$ cat src/rtl/evg_pkg.sv
package evg_pkg;
  typedef enum logic [2:0] {
    EXC_RESET      = 3'd0,
    EXC_NMI        = 3'd1,
    EXC_DEBUG      = 3'd2,
    EXC_CACHE_ERR  = 3'd3,
    EXC_TLB_REFILL = 3'd4,
    EXC_INTERRUPT  = 3'd5,
    EXC_GENERAL    = 3'd6,
    EXC_SPARE      = 3'd7
  } exc_class_e;
endpackage

$ cat src/rtl/evg_irq_route.sv
module evg_irq_route #(
  parameter int unsigned HW_IRQ = 6,
  parameter int unsigned SW_IRQ = 2,
  parameter int unsigned IDX_W  = $clog2(HW_IRQ + SW_IRQ)
) (
  input  logic              ext_mode,
  input  logic [HW_IRQ-1:0] hw_irq,
  input  logic [SW_IRQ-1:0] sw_bits,
  input  logic              timer_irq,
  input  logic              perf_irq,
  input  logic              fdc_irq,
  output logic [SW_IRQ-1:0] sw_req,
  output logic              timer_req,
  output logic              perf_req,
  output logic              fdc_req,
  output logic [IDX_W-1:0]  int_idx
);
  localparam int unsigned NLINES = HW_IRQ + SW_IRQ;

  logic [NLINES-1:0] pending;

  // Internal-mode pending vector: shared lines fold onto the top hardware line.
  always_comb begin
    pending                = {hw_irq, sw_bits};
    pending[NLINES-1]      = hw_irq[HW_IRQ-1] | timer_irq | perf_irq | fdc_irq;
  end

  // Priority encoder: highest set position wins.
  always_comb begin
    int_idx = '0;
    for (int i = 0; i < NLINES; i++) begin
      if (pending[i]) int_idx = IDX_W'(i);
    end
  end

  // Outward request lines exist only in external-controller mode.
  always_comb begin
    sw_req    = ext_mode ? sw_bits : '0;
    timer_req = ext_mode & timer_irq;
    perf_req  = ext_mode & perf_irq;
    fdc_req   = ext_mode & fdc_irq;
  end
endmodule

$ cat src/rtl/evg_state_regs.sv
module evg_state_regs #(
  parameter int unsigned LEVEL_W = 6
) (
  input  logic               clk,
  input  logic               rst_n,
  input  logic               take_exc,
  input  logic               ext_mode,
  input  logic [LEVEL_W-1:0] ext_level,
  input  logic               bev_we,
  input  logic               bev_wd,
  output logic               bev_q,
  output logic [LEVEL_W-1:0] level_q
);
  logic               bev_d;
  logic               bev_en;
  logic [LEVEL_W-1:0] level_d;
  logic               level_en;

  always_comb begin
    bev_en   = bev_we;
    bev_d    = bev_wd;
    level_en = take_exc;
    level_d  = ext_mode ? ext_level : '0;
  end

  always_ff @(posedge clk or negedge rst_n) begin
    if (!rst_n) begin
      bev_q   <= 1'b1;
      level_q <= '0;
    end else begin
      if (bev_en)   bev_q   <= bev_d;
      if (level_en) level_q <= level_d;
    end
  end

  AST_LEVEL_HELD: assert property (@(posedge clk) disable iff (!rst_n)
    !take_exc |=> $stable(level_q));
  AST_LEVEL_SNAP: assert property (@(posedge clk) disable iff (!rst_n)
    (take_exc && ext_mode) |=> (level_q == $past(ext_level)));
  AST_BEV_WRITE: assert property (@(posedge clk) disable iff (!rst_n)
    bev_we |=> (bev_q == $past(bev_wd)));
endmodule

$ cat src/rtl/evg_addr_calc.sv
module evg_addr_calc
  import evg_pkg::*;
#(
  parameter int unsigned ADDR_W    = 32,
  parameter int unsigned LEVEL_W   = 6,
  parameter int unsigned SPACE_W   = 3,
  parameter int unsigned IDX_W     = 3,
  parameter int unsigned MAX_SPACE = 5,
  parameter logic [ADDR_W-1:0] ROM_BASE      = ADDR_W'(32'hBFC0_0000),
  parameter logic [ADDR_W-1:0] CACHED_BASE   = ADDR_W'(32'h8000_0000),
  parameter logic [ADDR_W-1:0] UNCACHED_BASE = ADDR_W'(32'hA000_0000),
  parameter logic [ADDR_W-1:0] OFF_TLB       = ADDR_W'(12'h000),
  parameter logic [ADDR_W-1:0] OFF_CERR      = ADDR_W'(12'h100),
  parameter logic [ADDR_W-1:0] OFF_GENERAL   = ADDR_W'(12'h180),
  parameter logic [ADDR_W-1:0] OFF_SPECIAL   = ADDR_W'(12'h200)
) (
  input  logic [2:0]         exc_class,
  input  logic               bev,
  input  logic               int_vec,
  input  logic               ext_mode,
  input  logic [SPACE_W-1:0] spacing,
  input  logic [LEVEL_W-1:0] level,
  input  logic [IDX_W-1:0]   int_idx,
  output logic [ADDR_W-1:0]  addr
);
  // Spacing code 1 means 32 bytes = 1 << 5, so shift = code + 4.
  localparam int unsigned SHIFT_BIAS = 4;
  localparam int unsigned SHAMT_W    = $clog2(MAX_SPACE + SHIFT_BIAS + 1);

  exc_class_e        cls;
  logic              space_ok;
  logic [SHAMT_W-1:0] shamt;
  logic [ADDR_W-1:0] idx_ext;
  logic [ADDR_W-1:0] vec_off;
  logic [ADDR_W-1:0] os_base;
  logic [ADDR_W-1:0] cerr_base;

  always_comb begin
    cls       = exc_class_e'(exc_class);
    space_ok  = (spacing != '0) && (spacing <= SPACE_W'(MAX_SPACE));
    shamt     = SHAMT_W'(spacing) + SHAMT_W'(SHIFT_BIAS);
    idx_ext   = ext_mode ? ADDR_W'(level) : ADDR_W'(int_idx);
    vec_off   = space_ok ? (idx_ext << shamt) : '0;
    os_base   = bev ? ROM_BASE : CACHED_BASE;
    cerr_base = bev ? ROM_BASE : UNCACHED_BASE;
  end

  always_comb begin
    case (cls)
      EXC_RESET, EXC_NMI, EXC_DEBUG: addr = ROM_BASE;
      EXC_CACHE_ERR:                 addr = cerr_base + OFF_CERR;
      EXC_TLB_REFILL:                addr = os_base + OFF_TLB;
      EXC_INTERRUPT:                 addr = int_vec ? (os_base + OFF_SPECIAL + vec_off)
                                                    : (os_base + OFF_GENERAL);
      default:                       addr = os_base + OFF_GENERAL;
    endcase
  end
endmodule

$ cat src/rtl/exc_vector_gen.sv
module exc_vector_gen
  import evg_pkg::*;
#(
  parameter int unsigned ADDR_W  = 32,
  parameter int unsigned LEVEL_W = 6,
  parameter int unsigned SPACE_W = 3,
  parameter int unsigned HW_IRQ  = 6,
  parameter int unsigned SW_IRQ  = 2,
  parameter logic [ADDR_W-1:0] ROM_BASE = ADDR_W'(32'hBFC0_0000)
) (
  input  logic               clk,
  input  logic               rst_n,
  input  logic [2:0]         exc_class,
  input  logic               take_exc,
  input  logic               bev_we,
  input  logic               bev_wd,
  input  logic               int_vec,
  input  logic               ext_mode,
  input  logic [SPACE_W-1:0] spacing,
  input  logic [LEVEL_W-1:0] ext_level,
  input  logic [HW_IRQ-1:0]  hw_irq,
  input  logic [SW_IRQ-1:0]  sw_bits,
  input  logic               timer_irq,
  input  logic               perf_irq,
  input  logic               fdc_irq,
  output logic [ADDR_W-1:0]  vec_addr,
  output logic               vec_valid,
  output logic [LEVEL_W-1:0] cap_level,
  output logic [SW_IRQ-1:0]  sw_req,
  output logic               timer_req,
  output logic               perf_req,
  output logic               fdc_req
);
  localparam int unsigned IDX_W = $clog2(HW_IRQ + SW_IRQ);

  // Asynchronous assert, synchronous release.
  logic [1:0] rst_sync;
  logic       rst_int_n;

  always_ff @(posedge clk or negedge rst_n) begin
    if (!rst_n) rst_sync <= 2'b00;
    else        rst_sync <= {rst_sync[0], 1'b1};
  end
  assign rst_int_n = rst_sync[1];

  logic             bev_q;
  logic [IDX_W-1:0] int_idx;
  logic [ADDR_W-1:0] addr_calc;

  evg_irq_route #(.HW_IRQ(HW_IRQ), .SW_IRQ(SW_IRQ), .IDX_W(IDX_W)) u_route (
    .ext_mode (ext_mode),
    .hw_irq   (hw_irq),
    .sw_bits  (sw_bits),
    .timer_irq(timer_irq),
    .perf_irq (perf_irq),
    .fdc_irq  (fdc_irq),
    .sw_req   (sw_req),
    .timer_req(timer_req),
    .perf_req (perf_req),
    .fdc_req  (fdc_req),
    .int_idx  (int_idx)
  );

  evg_state_regs #(.LEVEL_W(LEVEL_W)) u_state (
    .clk      (clk),
    .rst_n    (rst_int_n),
    .take_exc (take_exc),
    .ext_mode (ext_mode),
    .ext_level(ext_level),
    .bev_we   (bev_we),
    .bev_wd   (bev_wd),
    .bev_q    (bev_q),
    .level_q  (cap_level)
  );

  evg_addr_calc #(
    .ADDR_W(ADDR_W), .LEVEL_W(LEVEL_W), .SPACE_W(SPACE_W), .IDX_W(IDX_W),
    .ROM_BASE(ROM_BASE)
  ) u_calc (
    .exc_class(exc_class),
    .bev      (bev_q),
    .int_vec  (int_vec),
    .ext_mode (ext_mode),
    .spacing  (spacing),
    .level    (ext_level),
    .int_idx  (int_idx),
    .addr     (addr_calc)
  );

  logic [ADDR_W-1:0] addr_d;
  logic              addr_en;
  logic              valid_d;

  always_comb begin
    addr_en = take_exc;
    addr_d  = addr_calc;
    valid_d = take_exc;
  end

  always_ff @(posedge clk or negedge rst_int_n) begin
    if (!rst_int_n) begin
      vec_addr  <= ROM_BASE;
      vec_valid <= 1'b0;
    end else begin
      vec_valid <= valid_d;
      if (addr_en) vec_addr <= addr_d;
    end
  end

  AST_VALID_AFTER_TAKE: assert property (@(posedge clk) disable iff (!rst_int_n)
    take_exc |=> vec_valid);
  AST_NO_SPURIOUS_VALID: assert property (@(posedge clk) disable iff (!rst_int_n)
    !take_exc |=> (!vec_valid && $stable(vec_addr)));
  AST_FIXED_ROM: assert property (@(posedge clk) disable iff (!rst_int_n)
    (take_exc && (exc_class <= 3'd2)) |=> (vec_addr == ROM_BASE));
  AST_CERR_UNCACHED: assert property (@(posedge clk) disable iff (!rst_int_n)
    (take_exc && (exc_class == 3'd3)) |=> (vec_addr[ADDR_W-1:ADDR_W-3] == 3'b101));
  AST_REQ_QUIET: assert property (@(posedge clk) disable iff (!rst_int_n)
    !ext_mode |-> (sw_req == '0 && !timer_req && !perf_req && !fdc_req));
endmodule

$ cat config.mk
export PLATFORM = sky130hd
export DESIGN_NAME = exc_vector_gen
export DESIGN_NICKNAME = d
export VERILOG_FILES = /design/src/rtl/evg_pkg.sv /design/src/rtl/evg_irq_route.sv /design/src/rtl/evg_state_regs.sv /design/src/rtl/evg_addr_calc.sv /design/src/rtl/exc_vector_gen.sv
export SDC_FILE = /design/constraint.sdc
export NUM_CORES = 1
export LEC_CHECK = 0
export BUFFER_PORTS_ARGS = -buffer_cell sky130_fd_sc_hd__buf_2
export CAP_MARGIN = 20
export CORE_MARGIN = 4
export CORE_UTILIZATION = 41
export CTS_CLUSTER_SIZE = 28
export DETAILED_ROUTE_END_ITERATION = 7
export GPL_ROUTABILITY_DRIVEN = 1
export GPL_TIMING_DRIVEN = 0
export PLACE_DENSITY = 0.72
export RECOVER_POWER = 100
export SETUP_SLACK_MARGIN = 0.5
export SLEW_MARGIN = 10
export SYNTH_ARGS = -nofsm -noshare
export SYNTH_HDL_FRONTEND = slang
export SYNTH_SLANG_ARGS = --single-unit
$ cat constraint.sdc
create_clock -name clk -period 2.9 [get_ports clk]
set_input_delay 0.435 -clock clk [delete_from_list [all_inputs] [get_ports clk]]
set_output_delay 0.435 -clock clk [all_outputs]
set_load 0.02 [all_outputs]
==> impl_metrics.tcl, run 1 <==
set metrics [dict create \
    run_status "complete, no violations" \
    cts.clk_slew.worst_paths_ps 70 \
    crit_required_ps 3080 \
    final.fill_count 434 \
    cts_max_level 2 \
    place_hpwl_mm 3.75 \
    slowest_stage "or4_1" \
    grt_remaining_overflow 0 \
    start_util_pct 43.5 \
    reg2reg_depth 1 \
    place.gp.congestion 0.903 \
    timing.max_slew.rel_slack_pct 29.5 \
    max_stage_delay_ps 560 \
    groute.usage.overall_pct 16.7 \
    fin_crit_sh_pct 76.6 \
    synthesis_stage_register_bit_count 34 \
    cp_max_fo 10 \
    post_synth_main_area_contributors "dfrtp_1 40%, nor2b_1 5.1%, buf_4 4.2%, dfstp_2 4.1%, a21oi_1 2.8%" \
    worst_pin_slew_ps 1060 \
    multi_input_area_um2 916 \
    max_freq_ghz 0.450 \
    startpoint_type "input port" \
    swShare_pct 26.6 \
    skew_ps 1.88 \
    detailroute.via_count 1728 \
    setup_tns_ps 0 \
    post_cts_sizing_count 0 \
    sequential_cell_area_in_the_final_layout_um2 855 \
    antennaDiodeCount 0 \
    ys_async_sr_fraction_pct 100 \
    setup_violations 0 \
    worst_hold_path_type "reg2async" \
    route.antenna.remaining_nets 0 \
    ctsRootBufferMaster "clkbuf_8" \
    cts.sinks 34 \
    routed_wl_mm 4.78 \
    synth_sequential_area_ratio_pct 44.0 \
    grt_util_met1_pct 21.8 \
    cts_tree "yes" \
    leakage_uw 0.00107 \
    postSynth.topFlopCell "dfrtp_1" \
    worstSetupEndpointType "flop" \
    crit_path_leading_delay_family "simple AND/OR/NAND/NOR gates" \
    antenna_found_initial 0 \
    synthCells 205 \
    synth-warning-count 0 \
    total_power_uw 1260 \
    number_of_buffers_inserted_during_clock_tree_synthesis 5 \
    max_cap_viol_count 0 \
    regToRegEndpoint "vec_addr[12]" \
    final_common_cell "clkbuf_1" \
    floorplan.die_area_um2 5910 \
    placeableCoreArea_um2 4470 \
    power_frac_clock_pct 41.7 \
    post_synth_num_cell_types 51 \
    cell_repeated_most_along_the_worst_path "clkbuf_1" \
    die_h_um 76.9 \
    detail_route.vias_per_cell 5.11 \
    grt_use_met2_pct 27.5 \
    grt_met3_usage_pct 3.63 \
    peakVddDrop_v 0.000476 \
    grt_first_pass_wirelength_mm 7.91 \
    crit_chain "clkbuf_1, clkbuf_1, nand3b_1, nor2_1, nand4_1, or4_1, a22o_1" \
    power.share.combinational_pct 18.0 \
    timing.final.hold_violations 0 \
    rsz0062_at_grt "false" \
    design.final.nets 316 \
    first_drt_iteration_drcs 81 \
    timing_max_transition_violations_final 0 \
    setup.worst_path.class "in2reg" \
    clk-insertion-delay-late_ps 290 \
    rr_startpoint "rst_sync[1]" \
    drc 0 \
    post-synth-top-area-fraction_pct 39.9 \
    cp_data_arrival_time_ps 2400 \
    cp_buf_inv_count 2 \
    synth.largest_area_cell "dfrtp_1" \
    syn_avg_cell_area_um2 9.48 \
    number_of_detailed_routing_iterations_run_before_antenna_repair 4 \
    rows 24 \
    maximum_number_of_pins_on_one_net_before_global_route_repair 21 \
    fin_crit_ps 2220 \
    grt.busiest_layer "met2" \
    pwr-share-seq_pct 40.4 \
    power.density_nw_per_um2 512 \
    portBuffers 69 \
    net-switching-power_uw 335 \
    syn_to_final_growth_pct 26.4 \
    die_width_um 76.9 \
    design.portCount 74 \
    count_of_flip_flops_with_a_built_in_enable_after_synthesis 0 \
    setup_slack_reg_to_reg_ps 1370 \
    cts-root-to-sink-buffers 2 \
    final_cell_mix "48 x clkbuf_1, 32 x buf_2, 31 x dfrtp_1, 16 x nor2b_1, 13 x nor2_1" \
    mappedNetlistArea_um2 1940 \
    detail_route.wl_per_cell_um 14.1 \
    drive_gt1_share_pct 20.3 \
    p_int_uw 924 \
    first_global_vias 1673 \
]
[stage by stage]
step	cells	utilization, %	setup slack (ps)	hold WS, ps	cell area (um2)
final	338	54.9	678	204	2460
after global routing	338	54.9	493	262	2460
after global placement	327	52.7	329	222	2360
after floorplan	206	-	658	139	1950
after detailed placement	328	53.3	291	220	2390
after CTS	337	56.6	591	269	2530
[sequential cells by signal, indices dropped and copies added (netlist names)]
name             cells
rst_sync             2
u_state.bev_q        1
u_state.level_q      6
vec_addr            24
vec_valid            1
[Yosys cell counts, types with 4 or more instances]
library cell / instances
nand3_1: 6
o21ai_0: 8
a21oi_1: 11
nand3b_1: 4
nand2b_1: 4
nor3_1: 4
and2_1: 8
inv_1: 11
nor2b_1: 16
clkbuf_1: 8
nand2_1: 8
nor2_1: 13
dfrtp_1: 31
buf_4: 11
o2bb2ai_1: 6
[power groups by stage]
stage	Combinational, uW	Clock, uW	Sequential [uW]
4_1_cts	238	535	510
6_report	226	525	508
5_1_grt	250	559	512
3_3_place_gp	226	0	522
3_5_place_dp	237	0	518
2_1_floorplan	130	0	539
[cell families (layout without fill, tap and decap cells)]
| group | count (synthesis) | count (layout) | synth area share, % |
|---|---|---|---|
| other | 2 | 3 | 0.386 |
| AO/OA/AOI/OAI | 55 | 55 | 20.8 |
| adder cells (fa/ha/maj) | 1 | 1 | 0.643 |
| buffers and inverters | 33 | 113 | 8.88 |
| AND/OR/NAND/NOR | 74 | 74 | 22.1 |
| XOR/XNOR | 3 | 3 | 1.35 |
| flip-flops | 34 | 34 | 44.0 |
| multiplexers | 3 | 3 | 1.80 |
[how the worst max path moves through the flow]
| stage | startpoint | endpoint | cells past startpoint |
|---|---|---|---|
| detailed placement | timer_irq | vec_addr[13] | 11 |
| CTS | timer_irq | vec_addr[13] | 11 |
| global route | fdc_irq | vec_addr[13] | 10 |
| floorplan | timer_irq | vec_addr[13] | 10 |
| finish | ext_mode | vec_addr[14] | 7 |
| global placement | timer_irq | vec_addr[13] | 11 |
[timing repair]
action	CTS	global route
setup endpoints to repair	0	2
endpoints found under the hold margin	2	0
setup buffers	0	1
hold buffers	1	0
[metal layers]
layer / vias to the layer above / wire length [um]
met1: 785 / 2130
met5: - / 0
met4: 0 / 76
li1: 876 / -
met2: 57 / 2210
met3: 10 / 361
[final cells by class]
class / count / area share, %
clock inverters: 3 / 2.80
repair buffers: 72 / 13.0
multi-input cells: 139 / 37.3
inverters: 13 / 1.98
well taps: 52 / 2.65
flip-flops and latches: 34 / 34.8
clock buffers: 5 / 2.80
plain buffers: 20 / 4.73
Power figures use the tool's default switching activity.
==> inputs of run 2 (changes only) <==
- clock period: 2.9 -> 2.1 ns (I/O delays scaled with it)
==> impl_metrics.tcl, run 2 (synthesis results as in run 1) <==
set metrics [dict create \
    portBuffers 69 \
    design.portCount 74 \
    final_cell_mix "43 x clkbuf_1, 31 x dfrtp_1, 29 x buf_2, 15 x buf_4, 15 x nor2b_1" \
    max_freq_ghz 0.505 \
    place.gp.congestion 0.909 \
    startpoint_type "input port" \
    max_stage_delay_ps 390 \
    timing.final.hold_violations 0 \
    start_util_pct 43.5 \
    skew_ps 6.44 \
    design.final.nets 327 \
    largest_reg_flops 24 \
    number_of_detailed_routing_iterations_run_before_antenna_repair 4 \
    floorplan.die_area_um2 5910 \
    antenna_found_initial 0 \
    setup.worst_path.class "in2reg" \
    setup_violations 0 \
    groute.usage.overall_pct 16.8 \
    timing.max_slew.rel_slack_pct 49.6 \
    number_of_buffers_inserted_during_clock_tree_synthesis 5 \
    rsz0062_at_grt "true" \
    final.setup.worst_slack_ps 121 \
    cts-root-to-sink-buffers 2 \
    fin_crit_sh_pct 94.3 \
    swShare_pct 29.5 \
    crit_required_ps 2250 \
    place_ws_ps -365 \
    die_h_um 76.9 \
    setup_tns_ps 0 \
    first_drt_iteration_drcs 73 \
    worst_hold_path_type "in2reg" \
    slowest_stage "or3_4" \
    timing_max_transition_violations_final 0 \
    final.fill_count 401 \
    peakVddDrop_v 0.000597 \
    ctsRootBufferMaster "clkbuf_8" \
    run_status "complete, no violations" \
    power_frac_clock_pct 31.6 \
    cts_tree "yes" \
    routed_wl_mm 5.18 \
    drc 0 \
    registers.top_by_ff_count "vec_addr" \
    biggestRegsByFlops "vec_addr x24, u_state.level_q x6, rst_sync x2" \
    worstSetupEndpointType "flop" \
    cts.sinks 34 \
    final_common_cell "clkbuf_1" \
    fin_crit_ps 1980 \
    route.antenna.remaining_nets 0 \
    placeableCoreArea_um2 4470 \
    pwr-share-seq_pct 45.4 \
    power.share.combinational_pct 23.1 \
    place_hpwl_mm 3.70 \
    drive_gt1_share_pct 31.6 \
    antennaDiodeCount 0 \
    maximum_number_of_pins_on_one_net_before_global_route_repair 21 \
    rows 24 \
    grt_first_pass_wirelength_mm 8.18 \
    syn_to_final_growth_pct 36.7 \
    max_cap_viol_count 0 \
    power.density_nw_per_um2 584 \
    grt_remaining_overflow 0 \
    cp_data_arrival_time_ps 2130 \
    crit_chain "buf_6, nor4_4, clkbuf_4, buf_4, a21oi_4, or3_4, ha_2, nand3b_1, xor2_1, o2bb2ai_1" \
    cp_max_fo 5 \
    first_global_vias 1787 \
    detail_route.vias_per_cell 5.19 \
    finalHoldWorstSlack_ps 190 \
    die_width_um 76.9 \
    cts.clk_slew.worst_paths_ps 70 \
    net-switching-power_uw 457 \
    p_int_uw 1090 \
    detail_route.wl_per_cell_um 14.8 \
    detailroute.via_count 1812 \
    leakage_uw 0.00116 \
    total_power_uw 1550 \
    cts_max_level 2 \
    worst_pin_slew_ps 755 \
    clk-insertion-delay-late_ps 280 \
]
-- run 2: cell types whose count changed in the layout (fill, tap and decap cells not counted), moves of 3 or more --
cell / change
buf_2: -3
a21oi_1: -3
buf_4: +9
clkbuf_1: -5
buf_6: +8
-- run 2: repair_timing --
item	4_1_cts	5_1_grt
buffers inserted	7	5
resized for setup	13	24
setup endpoints to repair	7	14
hold endpoints to repair	2	0
pin swaps	10	10
hold buffers	1	0
-- run 2: metal layers --
metal | up-vias | track usage (%) | wire length (um)
met3 | 11 | 5.39 | 346
li1 | 896 | - | -
met2 | 59 | 27.4 | 2460
met1 | 846 | 21.4 | 2270
met5 | - | 0 | 0
met4 | 0 | 4.53 | 99
-- run 2: power by group through the flow --
stage | Sequential (uW) | Combinational [uW] | Clock (uW)
2_1_floorplan | 744 | 183 | 0
3_3_place_gp | 721 | 314 | 0
3_5_place_dp | 718 | 324 | 0
4_1_cts | 706 | 352 | 502
5_1_grt | 709 | 388 | 541
6_report | 704 | 358 | 490
-- run 2: critical path, delay by kind of cell --
family | cells | cell delay, ps
AO/OA/AOI/OAI | 2 | 160
XOR/XNOR | 1 | 150
adder cells (fa/ha/maj) | 1 | 190
buffers and inverters | 3 | 450
AND/OR/NAND/NOR | 3 | 870
-- run 2: worst paths after layout --
path,slack (ps),from,depth (start not counted),to
setup / recovery,120,hw_irq[5],10,vec_addr[13]
hold / removal,190,take_exc,1,vec_valid
setup reg to reg,720,rst_sync[1],1,u_state.level_q[4]
hold reg to reg,310,rst_sync[1],0,vec_addr[20]
max in group asynchronous,720,rst_sync[1],1,u_state.level_q[4]
min in group asynchronous,310,rst_sync[1],0,vec_addr[20]
-- run 2: cell type report --
type	count	area [um2]	share of cell area, %
clock buffer	7	86.3	3.25
buffer	20	134	5.04
clock inverter	1	5.00	0.188
multi-input combinational	139	1020	38.5
tap	52	65.1	2.45
sequential	34	855	32.2
timing repair buffer	83	440	16.6
inverter	13	48.8	1.84
-- run 2: through the flow --
stage | instance area, um2 | cells | util [%]
floorplan | 1970 | 206 | -
global placement | 2380 | 327 | 53.2
finish | 2660 | 349 | 59.4
detailed placement | 2400 | 328 | 53.6
global route | 2660 | 349 | 59.4
CTS | 2620 | 344 | 58.4
